--- src/rtl/rct_pkg.sv ---
package rct_pkg;
    typedef enum logic [1:0] {
        SEL_CNT_LO = 2'd0,
        SEL_CNT_HI = 2'd1,
        SEL_CMP    = 2'd2,
        SEL_NONE   = 2'd3
    } csr_sel_e;

    typedef enum logic {
        ST_ARMED = 1'b0,
        ST_FIRED = 1'b1
    } tmr_state_e;
endpackage

--- src/rtl/rct_counter.sv ---
module rct_counter #(
    parameter int CNT_W = 64
) (
    input  logic             clk,
    input  logic             rst_n,
    input  logic             retire_i,
    input  logic             wr_full_i,
    input  logic             wr_hi_i,
    input  logic [CNT_W-1:0] wdata_i,
    output logic [CNT_W-1:0] count_o
);
    localparam int HALF_W = CNT_W / 2;

    logic [CNT_W-1:0] count_q;
    logic [CNT_W-1:0] count_d;

    always_comb begin
        count_d = count_q;
        if (wr_full_i) begin
            count_d = wdata_i;
        end else if (wr_hi_i) begin
            count_d = {wdata_i[HALF_W-1:0], count_q[HALF_W-1:0]};
        end else if (retire_i) begin
            count_d = count_q + {{(CNT_W-1){1'b0}}, 1'b1};
        end
    end

    always_ff @(posedge clk) begin
        if (!rst_n) count_q <= '0;
        else        count_q <= count_d;
    end

    assign count_o = count_q;


    step_one_chk: assert property (@(posedge clk) disable iff (!rst_n)
        (retire_i && !wr_full_i && !wr_hi_i) |=> (count_o == $past(count_o) + 1'b1));


    hold_chk: assert property (@(posedge clk) disable iff (!rst_n)
        (!retire_i && !wr_full_i && !wr_hi_i) |=> $stable(count_o));


    full_wins_chk: assert property (@(posedge clk) disable iff (!rst_n)
        wr_full_i |=> (count_o == $past(wdata_i)));


    hi_keeps_lo_chk: assert property (@(posedge clk) disable iff (!rst_n)
        (wr_hi_i && !wr_full_i) |=> (count_o[HALF_W-1:0] == $past(count_o[HALF_W-1:0])));
endmodule

--- src/rtl/rct_compare.sv ---
module rct_compare
    import rct_pkg::*;
#(
    parameter int CMP_W = 32
) (
    input  logic             clk,
    input  logic             rst_n,
    input  logic             adv_i,
    input  logic [CMP_W-1:0] cnt_lo_i,
    input  logic             cmp_we_i,
    input  logic [CMP_W-1:0] wdata_i,
    output logic [CMP_W-1:0] cmp_o,
    output logic             pend_o
);
    localparam int EXT_W = CMP_W + 1;

    tmr_state_e       state_q, state_d;
    logic [CMP_W-1:0] cmp_q;
    logic [EXT_W-1:0] lo_ext, lo_next_ext, cmp_ext;
    logic             crossing;

    assign lo_ext      = {1'b0, cnt_lo_i};
    assign lo_next_ext = lo_ext + {{CMP_W{1'b0}}, 1'b1};
    assign cmp_ext     = {1'b0, cmp_q};
    assign crossing    = adv_i && (lo_ext <= cmp_ext) && (lo_next_ext >= cmp_ext);

    always_ff @(posedge clk) begin
        if (!rst_n)        cmp_q <= '0;
        else if (cmp_we_i) cmp_q <= wdata_i;
    end

    always_comb begin
        state_d = state_q;
        unique case (state_q)
            ST_ARMED: if (!cmp_we_i && crossing) state_d = ST_FIRED;
            ST_FIRED: if (cmp_we_i)              state_d = ST_ARMED;
            default:                             state_d = ST_ARMED;
        endcase
    end

    always_ff @(posedge clk) begin
        if (!rst_n) state_q <= ST_ARMED;
        else        state_q <= state_d;
    end

    always_comb begin
        pend_o = 1'b0;
        unique case (state_q)
            ST_ARMED: pend_o = 1'b0;
            ST_FIRED: pend_o = 1'b1;
            default:  pend_o = 1'b0;
        endcase
    end

    assign cmp_o = cmp_q;


    cmp_clear_chk: assert property (@(posedge clk) disable iff (!rst_n)
        cmp_we_i |=> !pend_o);


    pend_hold_chk: assert property (@(posedge clk) disable iff (!rst_n)
        (pend_o && !cmp_we_i) |=> pend_o);


    rise_cause_chk: assert property (@(posedge clk) disable iff (!rst_n)
        $rose(pend_o) |-> ($past(adv_i) && !$past(cmp_we_i)));


    cmp_load_chk: assert property (@(posedge clk) disable iff (!rst_n)
        cmp_we_i |=> (cmp_o == $past(wdata_i)));
endmodule

--- src/rtl/rct_csr_port.sv ---
module rct_csr_port
    import rct_pkg::*;
#(
    parameter int CNT_W = 64
) (
    input  logic                  we_i,
    input  logic [1:0]            sel_i,
    input  logic [CNT_W-1:0]      count_i,
    input  logic [CNT_W/2-1:0]    cmp_i,
    output logic                  wr_full_o,
    output logic                  wr_hi_o,
    output logic                  cmp_we_o,
    output logic [CNT_W-1:0]      rdata_o
);
    localparam int HALF_W = CNT_W / 2;

    csr_sel_e sel;
    assign sel = csr_sel_e'(sel_i);

    always_comb begin
        wr_full_o = 1'b0;
        wr_hi_o   = 1'b0;
        cmp_we_o  = 1'b0;
        rdata_o   = '0;
        unique case (sel)
            SEL_CNT_LO: begin
                wr_full_o = we_i;
                rdata_o   = {{HALF_W{1'b0}}, count_i[HALF_W-1:0]};
            end
            SEL_CNT_HI: begin
                wr_hi_o = we_i;
                rdata_o = {{HALF_W{1'b0}}, count_i[CNT_W-1:HALF_W]};
            end
            SEL_CMP: begin
                cmp_we_o = we_i;
                rdata_o  = {{HALF_W{1'b0}}, cmp_i};
            end
            SEL_NONE: rdata_o = '0;
            default:  rdata_o = '0;
        endcase
    end
endmodule

--- src/rtl/retire_cmp_timer.sv ---
module retire_cmp_timer #(
    parameter int CNT_W = 64
) (
    input  logic             clk,
    input  logic             rst_n,
    input  logic             retire_i,
    input  logic             csr_we_i,
    input  logic [1:0]       csr_sel_i,
    input  logic [CNT_W-1:0] csr_wdata_i,
    output logic [CNT_W-1:0] csr_rdata_o,
    output logic             timer_pend_o
);
    localparam int HALF_W = CNT_W / 2;

    logic              wr_full, wr_hi, cmp_we, adv;
    logic [CNT_W-1:0]  count;
    logic [HALF_W-1:0] cmp_val;

    rct_csr_port #(.CNT_W(CNT_W)) u_port (
        .we_i      (csr_we_i),
        .sel_i     (csr_sel_i),
        .count_i   (count),
        .cmp_i     (cmp_val),
        .wr_full_o (wr_full),
        .wr_hi_o   (wr_hi),
        .cmp_we_o  (cmp_we),
        .rdata_o   (csr_rdata_o)
    );

    rct_counter #(.CNT_W(CNT_W)) u_count (
        .clk       (clk),
        .rst_n     (rst_n),
        .retire_i  (retire_i),
        .wr_full_i (wr_full),
        .wr_hi_i   (wr_hi),
        .wdata_i   (csr_wdata_i),
        .count_o   (count)
    );

    assign adv = retire_i && !wr_full && !wr_hi;

    rct_compare #(.CMP_W(HALF_W)) u_cmp (
        .clk      (clk),
        .rst_n    (rst_n),
        .adv_i    (adv),
        .cnt_lo_i (count[HALF_W-1:0]),
        .cmp_we_i (cmp_we),
        .wdata_i  (csr_wdata_i[HALF_W-1:0]),
        .cmp_o    (cmp_val),
        .pend_o   (timer_pend_o)
    );


    hi_wr_pend_chk: assert property (@(posedge clk) disable iff (!rst_n)
        (csr_we_i && csr_sel_i == 2'd1) |=> (timer_pend_o == $past(timer_pend_o)));
endmodule

--- config.mk ---
export PLATFORM = sky130hd
export DESIGN_NAME = retire_cmp_timer
export DESIGN_NICKNAME = d
export VERILOG_FILES = /design/src/rtl/rct_pkg.sv /design/src/rtl/rct_counter.sv /design/src/rtl/rct_compare.sv /design/src/rtl/rct_csr_port.sv /design/src/rtl/retire_cmp_timer.sv
export SDC_FILE = /design/constraint.sdc
export NUM_CORES = 1
export LEC_CHECK = 0
export BUFFER_PORTS_ARGS = -buffer_cell sky130_fd_sc_hd__buf_2
export CAP_MARGIN = 20
export CORE_ASPECT_RATIO = 0.75
export CORE_MARGIN = 3
export CORE_UTILIZATION = 58
export CTS_CLUSTER_DIAMETER = 30
export DETAILED_ROUTE_END_ITERATION = 10
export GPL_TIMING_DRIVEN = 0
export HOLD_SLACK_MARGIN = 0.02
export PLACE_DENSITY = 0.82
export RECOVER_POWER = 50
export SETUP_SLACK_MARGIN = 0.2
export SLEW_MARGIN = 30
export SYNTH_ARGS = -nofsm -noshare
export SYNTH_HDL_FRONTEND = slang
export SYNTH_SLANG_ARGS = --single-unit
--- constraint.sdc ---
create_clock -name clk -period 4.5 [get_ports clk]
set_input_delay 0.45 -clock clk [delete_from_list [all_inputs] [get_ports clk]]
set_output_delay 0.45 -clock clk [all_outputs]
set_load 0.005 [all_outputs]
==> results.toml <==
[clocking]
ctsHoldBuffers = 0
cts_tree = "done"
numClockSinks = 97
cts_buffer_depth = 2
clk_latency_ns = 0.36
root_buffer = "clkbuf_16"
htreeDepth = 3
cts_buffers = 9
clk_pin_slew_ns = 0.07

[drt]
via_per_inst = 6.197
finalWirelength_um = 30000
vias = 8552
drtIter0Drc = 1026
route.detailed.drc = 0
dr.pass1.iters = 5
final_antenna_net_count = 0
avgRoutedWirePerCell_um = 21.74

[setup_path]
crit_path_top_delay_cell = "nor4_4"
crit_path_max_fanout = 10
required_ns = 4.74
start_kind = "register"
crit_type = "reg -> reg"
critPathArrivalTime_ns = 4.31
worst-path-stages = 14
rr_worst_depth = 14
crit_family = "simple AND/OR/NAND/NOR gates"
worstPathCellList = "ha_1 > nand3_1 > nor4_4 > and4_1 > buf_2 > buf_2 > nand2_1 > xnor2_1 > ha_1 > a21o_1 > a211oi_1 > o21ai_0 > a211oi_1 > a2bb2oi_1"
slowest_delay_ns = 0.50
critPathBufInv = 2
worst_setup_path_end_kind = "register"

[global_routing]
grt_usage = 0.3858
grt_max_degree = 15
grt_pass1_wl_um = 44790
antenna_found_initial = 0
first_global_vias = 7832
grt.overflow.total = 0

[timing]
rsz0062_at_grt = "false"
relSlewSlack = -0.009884
tightest_slew_ns = 1.499
setup_viol = 0
fin_tns_setup_ns = 0
fin_crit_sh = 0.9049
clock.fmax_mhz = 245.6
clock_skew_ns = 0.008461
maxSlewViolCount = 1
hold_violations = 0
period_needed_ns = 4.072

[logic_synthesis]
synth_edf_count = 0
ys_ff_latch = 97
synthFlopType = "dfxtp_1"
synth-seq-area-share = 0.2439
synthCells = 1060
ys_types = 62
synth_area_leaders = "dfxtp_1 (24%), ha_1 (10%), nand2_1 (8.0%), xnor2_1 (6.2%), a21oi_1 (5.8%)"
synth_area_sq_um = 7963
ys_warn_count = 0
yosysTopAreaCellShare = 0.2439
ys_async_sr_fraction = 0
synth_area_per_cell_sq_um = 7.512
yosysTopAreaCell = "dfxtp_1"

[floorplanning]
rows = 36
die_h_um = 107.5
die_w_um = 141.3
io_pins = 135
design.core.area_sq_um = 13200
start_util = 0.6033
fp.dieArea_sq_um = 15190

[final_layout]
fin_nets = 1340
layout.cells.non_filler = 1380
drive_gt1_frac = 0.1497
n_antenna_cell = 0
area_delta_synth_final_pct = 14.39

[hold_path]
min_path_cells = 3
hold_path_class = "in -> reg"

[power]
ir_drop_mv = 0.2195
power.total_w = 0.002424
power_leakage_nw = 3.731
power_density_nw_per_um2 = 266.1

[place]
placed_cells = 1363
io_buffers = 101
dp.final_hpwl_um = 22250
gp_congestion = 1.045

[outcome]
violations = "max-capacitance violations, max-slew violations"
status = "finished, violations left"

[run]
max-cap-violations = 1
[cells by family after synthesis]
kind of cell	synth area share
flops	0.2439
mux	0.05924
simple gates	0.2381
other cells	0.0004709
buf+inv	0.08847
compound gates	0.1721
fa+ha+maj	0.1021
xor+xnor	0.09569
[where the power goes]
| group | internal (W) | leakage, nW | switching (W) |
|---|---|---|---|
| clock | 0.000501 | 0.153 | 0.000371 |
| combinational | 0.000227 | 2.78 | 0.000367 |
| sequential | 0.000903 | 0.794 | 0.0000549 |
[cells in the mapped netlist, types with 28 or more instances]
| cell | n |
|---|---|
| nand2_1 | 169 |
| dfxtp_1 | 97 |
| a21oi_1 | 92 |
| ha_1 | 65 |
| o21ai_0 | 62 |
| xnor2_1 | 56 |
| nor2_1 | 53 |
| clkbuf_1 | 50 |
| mux2i_1 | 46 |
| inv_1 | 38 |
| nand3_1 | 38 |
| buf_4 | 32 |
| xor2_1 | 31 |
| nand4_1 | 28 |
[path summary, 6_finish.rpt]
kind / start / end / slack, ns
max: u_count.count_o[0]$_SDFFE_PN0P_ / u_cmp.state_q$_SDFF_PN0_ / 0.43
min: csr_wdata_i[23] / u_cmp.cmp_o[23]$_SDFFE_PN0P_ / 0.35
max reg2reg: u_count.count_o[0]$_SDFFE_PN0P_ / u_cmp.state_q$_SDFF_PN0_ / 0.43
min reg2reg: u_cmp.cmp_o[26]$_SDFFE_PN0P_ / u_cmp.cmp_o[26]$_SDFFE_PN0P_ / 0.47
[area by class of cell]
class	count	area, sq um
clock inverters	3	65.06
plain buffers	107	553.0
clock buffers	12	246.5
inverters	40	150.1
well taps	171	214.0
multi-input cells	847	5420
repair buffers	103	518.0
flip-flops and latches	97	1942
fillers	1199	4089
[tightest hold or removal path, stage by stage]
cell and delay [ns]:
buf_2 0.11, nand2_1 0.05, a21oi_1 0.05
[cell usage in the layout (no fill, tap or decap), types with 3 or more instances in the layout]
master,count
or3_1,5
a21oi_1,92
mux2i_1,46
dfxtp_1,97
xor2_1,31
a21o_1,3
or2_2,3
and2_1,5
nor2b_1,7
o21ai_0,63
and3_1,11
nand3_1,38
conb_1,32
nor3_1,27
o22ai_1,10
and4_1,8
a211oi_1,25
clkbuf_2,5
buf_1,4
o21a_1,4
nand2_1,169
ha_1,65
clkbuf_16,9
a311oi_1,3
nor4_1,13
buf_2,113
nor2_1,53
a31oi_1,3
a221oi_1,15
nand4_1,29
clkbuf_1,55
buf_4,34
xnor2_1,56
inv_1,39
[sequential cells by signal, indices dropped and copies added, names as in the netlist]
signal	count
u_cmp.state_q	1
u_count.count_o	64
u_cmp.cmp_o	32
[layer usage]
metal  vias up  wire, um  global-route usage  share of wire
met5         -         0                   0              0
met4         0      1038              0.1383          0.035
met3        84      4320              0.1208           0.14
met2       595     12040              0.5418           0.40
met1      3907     12590              0.5511           0.42
li1       3966         -                   -              -
[metrics by stage]
step / util / hold slack, ns / instance area [sq um] / worst slack, ns
after CTS: 0.6906 / 0.3579 / 9114 / 0.2738
final: 0.6902 / 0.3474 / 9109 / 0.4279
after floorplan: - / 0.4496 / 8079 / 1.345
after detailed placement: 0.6670 / 0.4644 / 8802 / 0.3302
after global placement: 0.6667 / 0.4596 / 8798 / 0.3175
after global routing: 0.6902 / 0.3648 / 9109 / 0.2440
[timing repair]
item,CTS,global route
buffers inserted,0,2
endpoints found under the setup margin,0,1
gates resized for setup,0,1
Power figures use the tool's default switching activity.
